### config.mk
export PLATFORM = sky130hd
export DESIGN_NAME = uart_cts_port
export DESIGN_NICKNAME = d
export VERILOG_FILES = /design/src/rtl/uart_pkg.sv /design/src/rtl/uart_sync.sv /design/src/rtl/uart_baud.sv /design/src/rtl/uart_tx.sv /design/src/rtl/uart_rx.sv /design/src/rtl/uart_cts_port.sv
export SDC_FILE = /design/constraint.sdc
export NUM_CORES = 1
export LEC_CHECK = 0
export BUFFER_PORTS_ARGS = -buffer_cell sky130_fd_sc_hd__buf_2
export CAP_MARGIN = 30
export CELL_PAD_IN_SITES_DETAIL_PLACEMENT = 1
export CELL_PAD_IN_SITES_GLOBAL_PLACEMENT = 2
export CORE_ASPECT_RATIO = 1.25
export CORE_MARGIN = 1.5
export CORE_UTILIZATION = 40
export CTS_BUF_LIST = sky130_fd_sc_hd__clkbuf_4 sky130_fd_sc_hd__clkbuf_8
export DETAILED_ROUTE_END_ITERATION = 8
export MAX_ROUTING_LAYER = met4
export PLACE_DENSITY_LB_ADDON = 0.1
export SLEW_MARGIN = 20
export SYNTH_ARGS = -nofsm -noshare
export SYNTH_HDL_FRONTEND = slang
export SYNTH_HIERARCHICAL = 1
export SYNTH_SLANG_ARGS = --single-unit
### constraint.sdc
create_clock -name clk_i -period 4.5 [get_ports clk_i]
set_clock_uncertainty 0.2 [all_clocks]
set_input_delay 1.35 -clock clk_i [delete_from_list [all_inputs] [get_ports clk_i]]
set_output_delay 1.35 -clock clk_i [all_outputs]
set_load 0.01 [all_outputs]
### src/rtl/uart_pkg.sv
package uart_pkg;
  typedef struct packed {
    logic two_stop;
    logic odd_par;
    logic len8;
  } mode_t;

  localparam logic [1:0] ADDR_DATA = 2'd0;
  localparam logic [1:0] ADDR_MODE = 2'd1;
  localparam logic [1:0] ADDR_DIV  = 2'd2;
  localparam logic [1:0] ADDR_ERR  = 2'd3;

  localparam int ERR_OVR = 0;
  localparam int ERR_FRM = 1;
  localparam int ERR_PAR = 2;

  typedef enum logic [2:0] {
    ST_IDLE, ST_START, ST_DATA, ST_PAR, ST_STOP
  } line_st_e;

  function automatic logic par_bit(input logic [7:0] d, input mode_t m);
    logic [7:0] v;
    v = m.len8 ? d : {1'b0, d[6:0]};
    return (^v) ^ m.odd_par;
  endfunction
endpackage

### src/rtl/uart_sync.sv
module uart_sync #(
  parameter int W = 1,
  parameter int STAGES = 2,
  parameter logic [W-1:0] RST_VAL = '0
) (
  input  logic         clk_i,
  input  logic         rst_ni,
  input  logic [W-1:0] d_i,
  output logic [W-1:0] q_o
);
  logic [W-1:0] st_q [STAGES];

  always_ff @(posedge clk_i or negedge rst_ni) begin
    if (!rst_ni) begin
      for (int s = 0; s < STAGES; s++) st_q[s] <= RST_VAL;
    end else begin
      st_q[0] <= d_i;
      for (int s = 1; s < STAGES; s++) st_q[s] <= st_q[s-1];
    end
  end

  assign q_o = st_q[STAGES-1];
endmodule

### src/rtl/uart_baud.sv
module uart_baud #(
  parameter int DIV_W = 8
) (
  input  logic             clk_i,
  input  logic             rst_ni,
  input  logic [DIV_W-1:0] div_i,
  output logic             tick_o
);
  logic [DIV_W-1:0] cnt_q;

  // >= keeps a shrinking divisor from wrapping the full range
  assign tick_o = (cnt_q >= div_i);

  always_ff @(posedge clk_i or negedge rst_ni) begin
    if (!rst_ni)     cnt_q <= '0;
    else if (tick_o) cnt_q <= '0;
    else             cnt_q <= cnt_q + 1'b1;
  end
endmodule

### src/rtl/uart_tx.sv
module uart_tx
  import uart_pkg::*;
#(
  parameter int OVS = 16
) (
  input  logic       clk_i,
  input  logic       rst_ni,
  input  logic       tick_i,
  input  mode_t      mode_i,
  input  logic       start_ok_i,
  input  logic [7:0] data_i,
  output logic       load_o,
  output logic       busy_o,
  output logic       txd_o
);
  localparam int CW = (OVS > 1) ? $clog2(OVS) : 1;
  localparam logic [CW-1:0] TCK_LAST = CW'(OVS - 1);

  line_st_e       st_q;
  logic [7:0]     sh_q;
  logic           par_q;
  logic [2:0]     bit_q;
  logic [CW-1:0]  tck_q;
  logic           stop2_q;
  logic           bit_end;
  logic [2:0]     last_bit;

  assign load_o   = (st_q == ST_IDLE) && start_ok_i;
  assign busy_o   = (st_q != ST_IDLE);
  assign bit_end  = tick_i && (tck_q == TCK_LAST);
  assign last_bit = mode_i.len8 ? 3'd7 : 3'd6;

  always_ff @(posedge clk_i or negedge rst_ni) begin
    if (!rst_ni) begin
      st_q    <= ST_IDLE;
      sh_q    <= '0;
      par_q   <= 1'b0;
      bit_q   <= '0;
      tck_q   <= '0;
      stop2_q <= 1'b0;
    end else if (st_q == ST_IDLE) begin
      if (start_ok_i) begin
        st_q    <= ST_START;
        sh_q    <= data_i;
        par_q   <= par_bit(data_i, mode_i);
        tck_q   <= '0;
        bit_q   <= '0;
        stop2_q <= 1'b0;
      end
    end else if (tick_i) begin
      tck_q <= bit_end ? '0 : tck_q + 1'b1;
      if (bit_end) begin
        unique case (st_q)
          ST_START: st_q <= ST_DATA;
          ST_DATA: begin
            sh_q  <= {1'b0, sh_q[7:1]};
            bit_q <= bit_q + 1'b1;
            if (bit_q == last_bit) st_q <= ST_PAR;
          end
          ST_PAR: st_q <= ST_STOP;
          ST_STOP: begin
            if (mode_i.two_stop && !stop2_q) stop2_q <= 1'b1;
            else                             st_q    <= ST_IDLE;
          end
          default: st_q <= ST_IDLE;
        endcase
      end
    end
  end

  always_comb begin
    unique case (st_q)
      ST_START: txd_o = 1'b0;
      ST_DATA:  txd_o = sh_q[0];
      ST_PAR:   txd_o = par_q;
      default:  txd_o = 1'b1;
    endcase
  end
endmodule

### src/rtl/uart_rx.sv
module uart_rx
  import uart_pkg::*;
#(
  parameter int OVS = 16
) (
  input  logic       clk_i,
  input  logic       rst_ni,
  input  logic       tick_i,
  input  logic       rxd_i,
  input  mode_t      mode_i,
  output logic       done_o,
  output logic [7:0] data_o,
  output logic       perr_o,
  output logic       ferr_o
);
  localparam int CW = (OVS > 1) ? $clog2(OVS) : 1;
  localparam logic [CW-1:0] TCK_LAST = CW'(OVS - 1);
  localparam logic [CW-1:0] TCK_MID  = CW'(OVS / 2 - 1);

  line_st_e      st_q;
  logic          prev_q;
  logic [CW-1:0] tck_q;
  logic [2:0]    bit_q;
  logic [7:0]    sh_q;
  logic          par_bad_q;
  logic          frm_bad_q;
  logic          stop2_q;
  logic [7:0]    dat;
  logic          smp;
  logic          stop_bad;

  assign dat      = mode_i.len8 ? sh_q : {1'b0, sh_q[7:1]};
  assign smp      = tick_i && (tck_q == TCK_LAST);
  assign stop_bad = frm_bad_q | ~rxd_i;

  always_ff @(posedge clk_i or negedge rst_ni) begin
    if (!rst_ni) begin
      st_q      <= ST_IDLE;
      prev_q    <= 1'b1;
      tck_q     <= '0;
      bit_q     <= '0;
      sh_q      <= '0;
      par_bad_q <= 1'b0;
      frm_bad_q <= 1'b0;
      stop2_q   <= 1'b0;
      done_o    <= 1'b0;
      data_o    <= '0;
      perr_o    <= 1'b0;
      ferr_o    <= 1'b0;
    end else begin
      prev_q <= rxd_i;
      done_o <= 1'b0;
      unique case (st_q)
        ST_IDLE: begin
          if (prev_q && !rxd_i) begin
            st_q  <= ST_START;
            tck_q <= '0;
          end
        end
        ST_START: begin
          if (tick_i) begin
            if (tck_q == TCK_MID) begin
              tck_q <= '0;
              bit_q <= '0;
              st_q  <= rxd_i ? ST_IDLE : ST_DATA;
            end else begin
              tck_q <= tck_q + 1'b1;
            end
          end
        end
        default: begin
          if (tick_i) tck_q <= smp ? '0 : tck_q + 1'b1;
          if (smp) begin
            if (st_q == ST_DATA) begin
              sh_q  <= {rxd_i, sh_q[7:1]};
              bit_q <= bit_q + 1'b1;
              if (bit_q == (mode_i.len8 ? 3'd7 : 3'd6)) st_q <= ST_PAR;
            end else if (st_q == ST_PAR) begin
              par_bad_q <= (rxd_i != par_bit(dat, mode_i));
              frm_bad_q <= 1'b0;
              stop2_q   <= 1'b0;
              st_q      <= ST_STOP;
            end else if (mode_i.two_stop && !stop2_q) begin
              frm_bad_q <= stop_bad;
              stop2_q   <= 1'b1;
            end else begin
              done_o <= 1'b1;
              data_o <= dat;
              perr_o <= par_bad_q;
              ferr_o <= stop_bad;
              st_q   <= ST_IDLE;
            end
          end
        end
      endcase
    end
  end
endmodule

### src/rtl/uart_cts_port.sv
module uart_cts_port
  import uart_pkg::*;
#(
  parameter int DIV_W = 8,
  parameter int OVS = 16,
  parameter int SYNC_STAGES = 2
) (
  input  logic       clk_i,
  input  logic       rst_ni,
  input  logic [1:0] addr_i,
  input  logic       wr_en_i,
  input  logic       rd_en_i,
  input  logic [7:0] wdata_i,
  output logic [7:0] rdata_o,
  input  logic       rxd_i,
  output logic       txd_o,
  input  logic       cts_ni,
  output logic       rx_irq_o,
  output logic       tx_irq_o,
  output logic       err_irq_o
);
  localparam int ERR_W = 3;

  logic             tick;
  logic             rxd_s;
  logic             cts_s;
  mode_t            mode_q;
  logic [DIV_W-1:0] div_q;
  logic [7:0]       tb_q;
  logic             tb_full;
  logic [7:0]       rb_q;
  logic             rb_full;
  logic [ERR_W-1:0] err_q;
  logic [ERR_W-1:0] err_set;
  logic [ERR_W-1:0] err_clr;
  logic             tx_load;
  logic             tx_busy;
  logic             rx_done;
  logic [7:0]       rx_data;
  logic             rx_perr;
  logic             rx_ferr;
  logic             wr_data;
  logic             rd_data;
  logic             ovr;

  uart_sync #(.W(1), .STAGES(SYNC_STAGES), .RST_VAL(1'b1)) u_sync_rxd (
    .clk_i(clk_i), .rst_ni(rst_ni), .d_i(rxd_i), .q_o(rxd_s)
  );

  uart_sync #(.W(1), .STAGES(SYNC_STAGES), .RST_VAL(1'b1)) u_sync_cts (
    .clk_i(clk_i), .rst_ni(rst_ni), .d_i(cts_ni), .q_o(cts_s)
  );

  uart_baud #(.DIV_W(DIV_W)) u_baud (
    .clk_i(clk_i), .rst_ni(rst_ni), .div_i(div_q), .tick_o(tick)
  );

  uart_tx #(.OVS(OVS)) u_tx (
    .clk_i(clk_i), .rst_ni(rst_ni), .tick_i(tick), .mode_i(mode_q),
    .start_ok_i(tb_full && !cts_s), .data_i(tb_q),
    .load_o(tx_load), .busy_o(tx_busy), .txd_o(txd_o)
  );

  uart_rx #(.OVS(OVS)) u_rx (
    .clk_i(clk_i), .rst_ni(rst_ni), .tick_i(tick), .rxd_i(rxd_s),
    .mode_i(mode_q), .done_o(rx_done), .data_o(rx_data),
    .perr_o(rx_perr), .ferr_o(rx_ferr)
  );

  assign wr_data = wr_en_i && (addr_i == ADDR_DATA);
  assign rd_data = rd_en_i && (addr_i == ADDR_DATA);
  assign ovr     = rx_done && rb_full && !rd_data;

  always_comb begin
    err_set          = '0;
    err_set[ERR_OVR] = ovr;
    err_set[ERR_FRM] = rx_done && rx_ferr;
    err_set[ERR_PAR] = rx_done && rx_perr;
    err_clr          = (wr_en_i && addr_i == ADDR_ERR) ? wdata_i[ERR_W-1:0] : '0;
  end

  always_ff @(posedge clk_i or negedge rst_ni) begin
    if (!rst_ni) begin
      mode_q  <= '{two_stop: 1'b0, odd_par: 1'b0, len8: 1'b1};
      div_q   <= '0;
      tb_q    <= '0;
      tb_full <= 1'b0;
      rb_q    <= '0;
      rb_full <= 1'b0;
      err_q   <= '0;
    end else begin
      if (wr_en_i && addr_i == ADDR_MODE) mode_q <= mode_t'(wdata_i[2:0]);
      if (wr_en_i && addr_i == ADDR_DIV)  div_q  <= wdata_i[DIV_W-1:0];

      // a write in the load cycle refills the buffer
      if (wr_data) begin
        tb_q    <= wdata_i;
        tb_full <= 1'b1;
      end else if (tx_load) begin
        tb_full <= 1'b0;
      end

      if (rx_done && !ovr) begin
        rb_q    <= rx_data;
        rb_full <= 1'b1;
      end else if (rd_data) begin
        rb_full <= 1'b0;
      end

      err_q <= (err_q & ~err_clr) | err_set;
    end
  end

  always_comb begin
    unique case (addr_i)
      ADDR_DATA: rdata_o = rb_q;
      ADDR_MODE: rdata_o = {5'b0, mode_q};
      ADDR_DIV:  rdata_o = 8'(div_q);
      default:   rdata_o = {{(8-ERR_W){1'b0}}, err_q};
    endcase
  end

  assign rx_irq_o  = rb_full;
  assign tx_irq_o  = !tb_full;
  assign err_irq_o = |err_q;
endmodule

---- Word-level counts from Yosys, hierarchy flattened ----
Cells that the tools add are included.
word-level totals
  register bits after elaboration ......... 97
  input port bits ......................... 16
  output and inout port bits .............. 12
  logic and storage cells ................. 198
cells by class
  add/sub/neg operators ................... 5
  order comparisons ....................... 1
  equality and inequality tests ........... 24
  mux-type cells .......................... 69
  bitwise operators ....................... 12
  reduce and logical (&&, ||, !) cells .... 55
operators with widths
  kind                   count
  $mux W3                24
  $mux W8                9
  $mux W4                9
  $pmux W8 S3            1
  $reduce_bool A2 Y1     11
  $mux W1                20
  $reduce_and A5 Y1      4
  $logic_and A1 B1 Y1    17
  $reduce_xor A8 Y1      2
  $eq A3 B2 Y1 const B   4
  $pmux W3 S2            2
  $pmux W3 S4            1
  $reduce_and A4 Y1      3
  $add A4 B1 Y4 const B  2
  $add A8 B1 Y8 const B  1
  $eq A4 B4 Y1 const B   2
  $ge A8 B8 Y1           1
  $ne A2 B1 Y1 const B   4
  $pmux W4 S2            1
  $logic_not A1 Y1       7
  $add A3 B1 Y3 const B  2
  $eq A3 B1 Y1 const B   2
  $eq A3 B3 Y1           2
  $logic_not A3 Y1       2
  other kinds (24)       33

---- Longest topological paths before layout ----
Gate-level depths: netlist (run 1).
  depth after elaboration ................. 7
  depth in mapped cells ................... 10
  gate-level depth less buffers ........... 9

---- Hierarchy ----
Netlist (run 1), hierarchy kept.
modules (own cells, without submodules)
  module         times used  cells each  area each (um2)  sequential area each (um2)
  uart_rx        1           147         1644.1           827.0
  uart_cts_port  1           93          1422.6           802.0
  uart_tx        1           110         1162.4           500.5
  uart_baud      1           54          555.5            200.2
  uart_sync      2           2           52.6             52.6

---- Least setup slack after synthesis (run 1) ----
No wires, ideal clock.
  path kind ............................... input-to-output
  start ................................... in addr_i[0]
  end ..................................... out rdata_o[0]
  arrival time ............................ 2.028 ns
  required time ........................... 2.950 ns
  path slack .............................. 0.922 ns
  stages on the path ...................... 2
  path buffers ............................ 1
  path through ............................ buf_4 mux4_2
between the ends
  word-level cells in the longest chain between the ends .. 2
  elaborated cells on any way between the ends .. 4
  classes of those cells .................. 2 x eq/ne; 1 x mux; 1 x reduce/logical
RTL lines
  element                                     RTL line              text
  from (decl)                                 uart_cts_port.sv:10   input logic [1:0] addr_i,
  $eq A2 B2 Y1, or another cell as far along  uart_cts_port.sv:115  unique case (addr_i)
  $pmux W8 S3 (*)                             uart_cts_port.sv:115
  to (decl)                                   uart_cts_port.sv:14   output logic [7:0] rdata_o,
Mark *: on every way between the ends. The rest lies on a longest branch, timed or not.

---- Worst setup path in the final report (run 1) ----
  start ................................... in addr_i[0]
  end ..................................... out rdata_o[2]
The elaborated chain is that of the path after synthesis.

==> flow_metrics.env, run 1 <==
export IMPL_vias_per_cell=5.26
export IMPL_drive_gt1_share_pct=28.1
export IMPL_die_h_um=127
export IMPL_io_pins=28
export IMPL_met2_usage_pct=31.0
export IMPL_hold_slack_ns=0.163
export IMPL_antenna_left=0
export IMPL_worstSetupPathType="input port to primary output"
export IMPL_antenna_cells=0
export IMPL_cts_tree="built"
export IMPL_critPathLaunchType="input port"
export IMPL_coreArea_sq_mm=0.0118
export IMPL_dr_pass1_iters=4
export IMPL_ctsHoldBuffers=0
export IMPL_cts_root_buf="clkbuf_8"
export IMPL_hpwl_um=7550
export IMPL_gr_total_overflow=0
export IMPL_finalNetCount=465
export IMPL_period_minus_slack_ns=3.90
export IMPL_cp_arrival_ns=2.35
export IMPL_setup_viol=0
export IMPL_yosysTopAreaCell="dfrtp_1"
export IMPL_top_usage_layer="met2"
export IMPL_row_count=44
export IMPL_antenna_found_initial=0
export IMPL_synth_most_common_cell="dfrtp_1"
export IMPL_syn_area_sq_mm=0.00489
export IMPL_synth_fp_nets=437
export IMPL_setup_tns_ns=0
export IMPL_clk_pin_slew_ns=0.09
export IMPL_power_uw=2130
export IMPL_tightest_slew_ns=0.815
export IMPL_route_detailed_drc=0
export IMPL_chipWidth_um=102
export IMPL_rsz0062_at_grt="false"
export IMPL_drv_slew=0
export IMPL_h_tree_depth=3
export IMPL_synth_seq_cells=97
export IMPL_worstPathRequired_ns=2.95
export IMPL_synth_edff_count=0
export IMPL_grt_use_met1_pct=22.4
export IMPL_gp_congestion=0.798
export IMPL_grt_pass1_vias=3450
export IMPL_netlist_top_cells_count="dfrtp_1 (91), mux2_2 (50), nand2_1 (33)"
export IMPL_avgSynthCellArea_sq_um=12.0
export IMPL_postCtsSetupRepairBufs=0
export IMPL_dieArea_sq_mm=0.0129
export IMPL_start_util_pct=41.5
export IMPL_clkSinkCount=97
export IMPL_synth_flop_cell="dfrtp_1"
export IMPL_hold_viol=0
export IMPL_seq_power_share_pct=51.9
export IMPL_numCtsBuffers=9
export IMPL_holdCritPathClass="flip-flop to flip-flop"
export IMPL_synth_distinct_cells=63
export IMPL_leakage_uw=0.00251
export IMPL_ir_drop_mv=0.132
export IMPL_synth_cells=408
export IMPL_internal_power_uw=1440
export IMPL_io_buffers=27
export IMPL_synth_area_top_cells="dfrtp_1 (47%), mux2_2 (12%), ha_1 (3.3%), dfstp_2 (3.2%), xnor2_1 (3.0%)"
export IMPL_synthArstFlopShare_pct=100
export IMPL_wl_um=10300
export IMPL_drv_cap=0
export IMPL_clk_path_buf_depth=2
export IMPL_worst_setup_path_end_kind="primary output"
export IMPL_cts_resized=0
export IMPL_clk_latency_ns=0.38
export IMPL_wire_per_inst_um=17.1
export IMPL_yosysWarnings=6
export IMPL_met3_usage_pct=3.53
export IMPL_fmax_mhz=257
export IMPL_yosysTopAreaCellShare_pct=46.6
export IMPL_grt_usage_pct=18.4
export IMPL_slew_headroom_pct=45.7
export IMPL_switching_share_pct=32.7
export IMPL_pwr_share_comb_pct=22.3
export IMPL_fin_crit_sh_pct=86.6
export IMPL_power_switching_uw=699
export IMPL_seq_area_frac_synth_pct=49.8
export IMPL_syn_to_final_growth_pct=9.72
export IMPL_vias=3167
export IMPL_grt_pass1_wl_um=17700
export IMPL_status="finished clean"
export IMPL_cp_max_fo=13
export IMPL_grt_max_degree=54
export IMPL_clkPwrFrac_pct=25.7
export IMPL_drt_iter0_drc=116
export IMPL_powerDensity_mw_per_mm2=398
power by group through the flow:
| stage | Combinational (uW) | Clock (uW) | Sequential [uW] |
|---|---|---|---|
| finish | 477 | 550 | 1110 |
| global route | 540 | 610 | 1130 |
| CTS | 486 | 571 | 1110 |
| detailed placement | 485 | 0 | 1130 |
| global placement | 465 | 0 | 1120 |
| floorplan | 401 | 0 | 1060 |
cell usage in the layout, fill, tap and decap left out, types with 2 or more instances in the layout:
cell type	synthesis	final
or3_1	3	3
o2bb2ai_1	3	3
xor2_1	5	5
buf_4	4	2
o21bai_1	2	2
dfstp_2	6	6
inv_6	0	2
mux4_2	3	3
nand4_1	6	6
mux2i_1	13	13
inv_8	0	2
a21o_1	2	2
nor2_1	22	22
nor2_2	2	2
buf_2	5	26
xnor3_1	2	2
dfrtp_1	91	91
mux2_2	50	50
ha_1	13	13
o21ai_0	24	24
or2_2	2	2
and3_1	5	5
nor2b_1	6	6
clkinv_2	0	2
xnor2_1	17	17
nand2b_1	3	3
a21oi_1	3	3
and4_1	2	2
nand2_1	33	33
nand3b_1	3	3
inv_1	16	16
a31oi_1	5	5
nand3_1	11	11
a22o_1	11	11
o311ai_0	3	3
clkbuf_8	0	9
worst paths after layout:
check	start	end	cells after the start	slack [ns]
hold reg to reg	u_sync_cts/st_q[1]	u_sync_cts/q_o	0	0.16
max in group asynchronous	rst_ni	mode_q[0]	2	2.60
min in group asynchronous	rst_ni	u_tx/bit_q[0]	1	0.75
setup reg to reg	u_baud/cnt_q[6]	u_rx/perr_o	7	1.28
hold / removal	u_sync_cts/st_q[1]	u_sync_cts/q_o	0	0.16
setup / recovery	addr_i[0]	rdata_o[2]	3	0.60
per-stage QoR:
step / instance area [sq um] / setup WS, ns / cells / utilization [%]
after CTS: 5370 / 0.605 / 602 / 45.5
after global routing: 5370 / 0.554 / 602 / 45.5
final: 5370 / 0.603 / 602 / 45.5
after global placement: 5180 / 0.621 / 586 / 44.0
after detailed placement: 5180 / 0.590 / 586 / 44.0
after floorplan: 4890 / 0.922 / 408 / -
cell families after synthesis:
kind of cell,share of synthesized area (%)
compound gates,11.1
buf+inv,2.74
xor+xnor,4.86
simple gates,12.4
fa+ha+maj,3.33
flops,49.8
mux,15.8
layout make-up:
class                   instances  area (sq um)
repair buffers                 29           165
fillers                      1309          6420
well taps                     161           201
clock inverters                 7          58.8
clock buffers                   9           124
inverters                      16          60.1
multi-input cells             283          2320
flip-flops and latches         97          2430
critical path, cell delays in order:
cell and delay, ns:
buf_2 0.30, mux4_2 0.54, buf_2 0.15
layer usage:
| metal | share of wire (%) | wire length (um) | vias to the layer above |
|---|---|---|---|
| met5 | 0 | 0 | - |
| met4 | 1.3 | 134 | 0 |
| met3 | 2.3 | 232 | 12 |
| met2 | 53 | 5420 | 26 |
| met1 | 44 | 4520 | 1606 |
| li1 | - | - | 1523 |
state kept, by name, indices dropped and copies added (netlist names), 3 cells and up:
name	count
u_tx/sh_q	8
err_q	3
u_rx/st_q	3
u_rx/tck_q	4
u_rx/sh_q	8
u_tx/st_q	3
u_rx/data_o	8
u_tx/tck_q	4
u_rx/bit_q	3
u_tx/bit_q	3
rb_q	8
u_baud/cnt_q	8
div_q	8
mode_q	3
tb_q	8
No activity file was read; power rests on OpenSTA's default activity.
==> run 2, diff against run 1 <==
- MAX_ROUTING_LAYER: met4 -> not set
==> run 2 against run 1 <==
- fmax grew 0.24%
- critical path depth did not move
- largest power group unchanged
- sequential power hardly changed
- combinational power about the same
- critical path type unchanged
==> flow_metrics.env, run 2 (synthesized netlist as in run 1, its figures left out) <==
export IMPL_wl_um=10300
export IMPL_cp_num_buf_inv=2
export IMPL_worstSetupPathType="input port to primary output"
export IMPL_cp_top_family="multiplexers"
export IMPL_clk_latency_ns=0.38
export IMPL_hpwl_um=7550
export IMPL_seq_power_share_pct=52.0
export IMPL_postCtsSetupRepairBufs=0
export IMPL_wire_per_inst_um=17.2
export IMPL_fmax_mhz=257
export IMPL_antenna_found_initial=0
export IMPL_rr_worst_depth=7
export IMPL_clk_pin_slew_ns=0.09
export IMPL_ir_drop_mv=0.132
export IMPL_cp_max_fo=13
export IMPL_critPathLaunchType="input port"
export IMPL_finalWorstSetupSlack_ns=0.612
export IMPL_cts_tree="built"
export IMPL_pwr_share_comb_pct=22.3
export IMPL_status="finished clean"
export IMPL_antenna_cells=0
export IMPL_period_minus_slack_ns=3.89
export IMPL_whs_path_depth=0
export IMPL_gr_total_overflow=0
export IMPL_coreArea_sq_mm=0.0118
export IMPL_cp_slowest_cell="mux4_2"
export IMPL_start_util_pct=41.5
export IMPL_powerDensity_mw_per_mm2=397
export IMPL_row_count=44
export IMPL_grt_usage_pct=17.9
export IMPL_dieArea_sq_mm=0.0129
export IMPL_nFillCells=1309
export IMPL_clkSinkCount=97
export IMPL_dr_pass1_iters=7
export IMPL_clk_path_buf_depth=2
export IMPL_min_from="u_sync_cts/st_q[1]"
export IMPL_setup_tns_ns=0
export IMPL_chipWidth_um=102
export IMPL_drv_slew=0
export IMPL_worstReg2RegStart="u_baud/cnt_q[6]"
export IMPL_drt_iter0_drc=102
export IMPL_clkPwrFrac_pct=25.7
export IMPL_drive_gt1_share_pct=28.1
export IMPL_slowest_delay_ns=0.54
export IMPL_slew_headroom_pct=45.0
export IMPL_drv_cap=0
export IMPL_holdCritPathClass="flip-flop to flip-flop"
export IMPL_cts_resized=0
export IMPL_finalNetCount=465
export IMPL_mostFrequentLayoutCells="dfrtp_1 (91), mux2_2 (50), nand2_1 (33)"
export IMPL_vias=3191
export IMPL_fin_util_pct=45.5
export IMPL_syn_to_final_growth_pct=9.72
export IMPL_grt_max_degree=54
export IMPL_pre_cts_slack_ns=0.590
export IMPL_h_tree_depth=3
export IMPL_switching_share_pct=32.7
export IMPL_leakage_uw=0.00251
export IMPL_die_h_um=127
export IMPL_rsz0062_at_grt="false"
export IMPL_ctsHoldBuffers=0
export IMPL_rrSetupSlack_ns=1.29
export IMPL_worst_path_most_repeated_cell="buf_2"
export IMPL_grt_pass1_vias=3451
export IMPL_worstPathRequired_ns=2.95
export IMPL_multi_input_area_sq_mm=0.00232
export IMPL_io_buffers=27
export IMPL_vias_per_cell=5.30
export IMPL_io_pins=28
export IMPL_rr_endpoint="u_rx/perr_o"
export IMPL_hold_viol=0
export IMPL_fin_crit_sh_pct=86.4
export IMPL_final_common_cell="dfrtp_1"
export IMPL_cts_root_buf="clkbuf_8"
export IMPL_register_area_sq_mm=0.00243
export IMPL_worst_setup_path_end_kind="primary output"
export IMPL_tightest_slew_ns=0.825
export IMPL_setup_viol=0
export IMPL_whs_endpoint="u_sync_cts/q_o"
export IMPL_antenna_left=0
export IMPL_internal_power_uw=1440
export IMPL_hold_slack_ns=0.163
export IMPL_crit_chain="buf_2 -> mux4_2 -> buf_2"
export IMPL_route_detailed_drc=0
export IMPL_gp_congestion=0.787
export IMPL_cp_arrival_ns=2.34
export IMPL_numCtsBuffers=9
export IMPL_power_switching_uw=696
export IMPL_grt_pass1_wl_um=17700
==> run 2: cell counts in the layout (fill, tap and decap cells not counted) <==
Identical to the previous run, type by type.
==> run 2: power groups by stage <==
| stage | Clock [uW] | Sequential, uW | Combinational [uW] |
|---|---|---|---|
| floorplan | 0 | 1060 | 401 |
| global placement | 0 | 1120 | 465 |
| detailed placement | 0 | 1130 | 485 |
| CTS | 571 | 1110 | 486 |
| global route | 609 | 1130 | 540 |
| finish | 549 | 1110 | 475 |
==> run 2: final cells by class <==
type | instances | area share [%]
clock buffers | 9 | 2.31
clock inverters | 7 | 1.10
inverters | 16 | 1.12
multi-input cells | 283 | 43.3
flip-flops and latches | 97 | 45.4
well taps | 161 | 3.75
repair buffers | 29 | 3.08
==> run 2: per-layer routing <==
layer | track usage, % | share of wire [%] | up-vias
li1 | - | - | 1524
met1 | 22.3 | 44 | 1613
met2 | 30.9 | 52 | 40
met3 | 3.64 | 2.8 | 14
met4 | 5.32 | 1.4 | 0
met5 | 0 | 0 | -
==> run 2: how the worst max path moves through the flow <==
stage | endpoint | cells past startpoint | start
floorplan | rdata_o[0] | 2 | addr_i[0]
global placement | rdata_o[0] | 3 | addr_i[0]
detailed placement | rdata_o[0] | 3 | addr_i[0]
CTS | rdata_o[2] | 3 | addr_i[0]
global route | rdata_o[2] | 3 | addr_i[0]
finish | rdata_o[2] | 3 | addr_i[0]
==> run 2: through the flow <==
stage / total power (uW) / cell area (sq um) / cells
finish: 2130 / 5370 / 602
global route: 2280 / 5370 / 602
CTS: 2170 / 5370 / 602
detailed placement: 1610 / 5180 / 586
global placement: 1590 / 5180 / 586
floorplan: 1460 / 4890 / 408
==> run 3, diff against run 2 <==
- clock period: 4.5 -> 4.11 ns (I/O delays scaled with it)
==> run 3 against run 2 <==
- cell count stayed put
- utilization is 0.11 points higher
- via count is essentially flat
- critical endpoint is now rdata_o[0]
- highest routed layer unchanged
==> flow_metrics.env, run 3 (synthesized netlist as in run 1, its figures left out) <==
export IMPL_route_detailed_drc=0
export IMPL_h_tree_depth=3
export IMPL_powerDensity_mw_per_mm2=438
export IMPL_slowest_delay_ns=0.55
export IMPL_die_h_um=127
export IMPL_hold_slack_ns=0.164
export IMPL_grt_pass1_vias=3434
export IMPL_status="finished clean"
export IMPL_cts_root_buf="clkbuf_8"
export IMPL_leakage_uw=0.00251
export IMPL_cp_num_buf_inv=2
export IMPL_cp_slowest_cell="mux4_2"
export IMPL_grt_max_degree=52
export IMPL_grt_pass1_wl_um=17300
export IMPL_crit_chain="buf_2 -> mux4_2 -> buf_2"
export IMPL_wl_um=10300
export IMPL_vias_per_cell=5.30
export IMPL_fin_util_pct=45.6
export IMPL_drv_slew=0
export IMPL_cts_tree="built"
export IMPL_postCtsSetupRepairBufs=0
export IMPL_antenna_cells=0
export IMPL_finalWorstSetupSlack_ns=0.449
export IMPL_start_util_pct=41.5
export IMPL_drv_cap=0
export IMPL_pre_cts_slack_ns=0.436
export IMPL_worst_setup_path_end_kind="primary output"
export IMPL_grt_usage_pct=17.3
export IMPL_cts_resized=0
export IMPL_drive_gt1_share_pct=28.1
export IMPL_clk_path_buf_depth=2
export IMPL_row_count=44
export IMPL_antenna_found_initial=0
export IMPL_vias=3190
export IMPL_hpwl_um=7460
export IMPL_wire_per_inst_um=17.1
export IMPL_tightest_slew_ns=0.852
export IMPL_clk_latency_ns=0.37
export IMPL_ctsHoldBuffers=0
export IMPL_worstSetupPathType="input port to primary output"
export IMPL_fmax_mhz=273
export IMPL_drt_iter0_drc=77
export IMPL_finalNetCount=465
export IMPL_cp_arrival_ns=2.23
export IMPL_cp_max_fo=13
export IMPL_rsz0062_at_grt="false"
export IMPL_syn_to_final_growth_pct=9.98
export IMPL_setup_viol=0
export IMPL_holdCritPathClass="flip-flop to flip-flop"
export IMPL_stdcell_count=602
export IMPL_cp_top_family="multiplexers"
export IMPL_placed_cells=586
export IMPL_io_buffers=27
export IMPL_antenna_left=0
export IMPL_worst_path_most_repeated_cell="buf_2"
export IMPL_ir_drop_mv=0.159
export IMPL_slew_headroom_pct=43.2
export IMPL_clkSinkCount=97
export IMPL_critPathLaunchType="input port"
export IMPL_dieArea_sq_mm=0.0129
export IMPL_mostFrequentLayoutCells="dfrtp_1 (91), mux2_2 (50), nand2_1 (33)"
export IMPL_chipWidth_um=102
export IMPL_gp_congestion=0.773
export IMPL_coreArea_sq_mm=0.0118
export IMPL_setup_tns_ns=0
export IMPL_hold_viol=0
export IMPL_clk_pin_slew_ns=0.09
export IMPL_period_minus_slack_ns=3.66
export IMPL_dr_pass1_iters=4
export IMPL_io_pins=28
export IMPL_worstPathRequired_ns=2.68
export IMPL_final_common_cell="dfrtp_1"
export IMPL_numCtsBuffers=9
export IMPL_fin_crit_sh_pct=89.1
export IMPL_gr_total_overflow=0
## run 3: per-stage QoR
step	instance area (sq um)	total power, uW
5_1_grt	5380	2500
3_3_place_gp	5180	1740
4_1_cts	5380	2400
2_1_floorplan	4890	1600
6_report	5380	2350
3_5_place_dp	5180	1760
## run 3: path summary, 6_finish.rpt
path	from	endpoint	slack (ns)	depth (start not counted)
max in group asynchronous	rst_ni	mode_q[0]	2.28	2
worst min register to register	u_sync_cts/st_q[1]	u_sync_cts/q_o	0.16	0
min in group asynchronous	rst_ni	u_tx/tck_q[3]	0.69	1
worst max register to register	u_baud/cnt_q[6]	u_tx/sh_q[6]	0.70	9
worst max-delay path	addr_i[0]	rdata_o[0]	0.45	3
worst min-delay path	u_sync_cts/st_q[1]	u_sync_cts/q_o	0.16	0
## run 3: cell type report
type                            count  area [sq um]
Clock buffer                       11           151
Clock inverter                      5          43.8
Fill cell                        1294          6400
Inverter                           16          60.1
Multi-Input combinational cell    283          2320
Sequential cell                    97          2430
Tap cell                          161           201
Timing Repair Buffer               29           165
## run 3: where the power goes
| group | internal [uW] | switching (uW) |
|---|---|---|
| clock | 262 | 357 |
| combinational | 275 | 248 |
| sequential | 1070 | 145 |
| total | 1600 | 750 |
## run 3: metal layers
| metal | share of wire [%] | GRT usage, % |
|---|---|---|
| met1 | 44 | 20.9 |
| met2 | 53 | 31.1 |
| met3 | 2.0 | 3.31 |
| met4 | 0.85 | 5.08 |
| met5 | 0 | 0 |
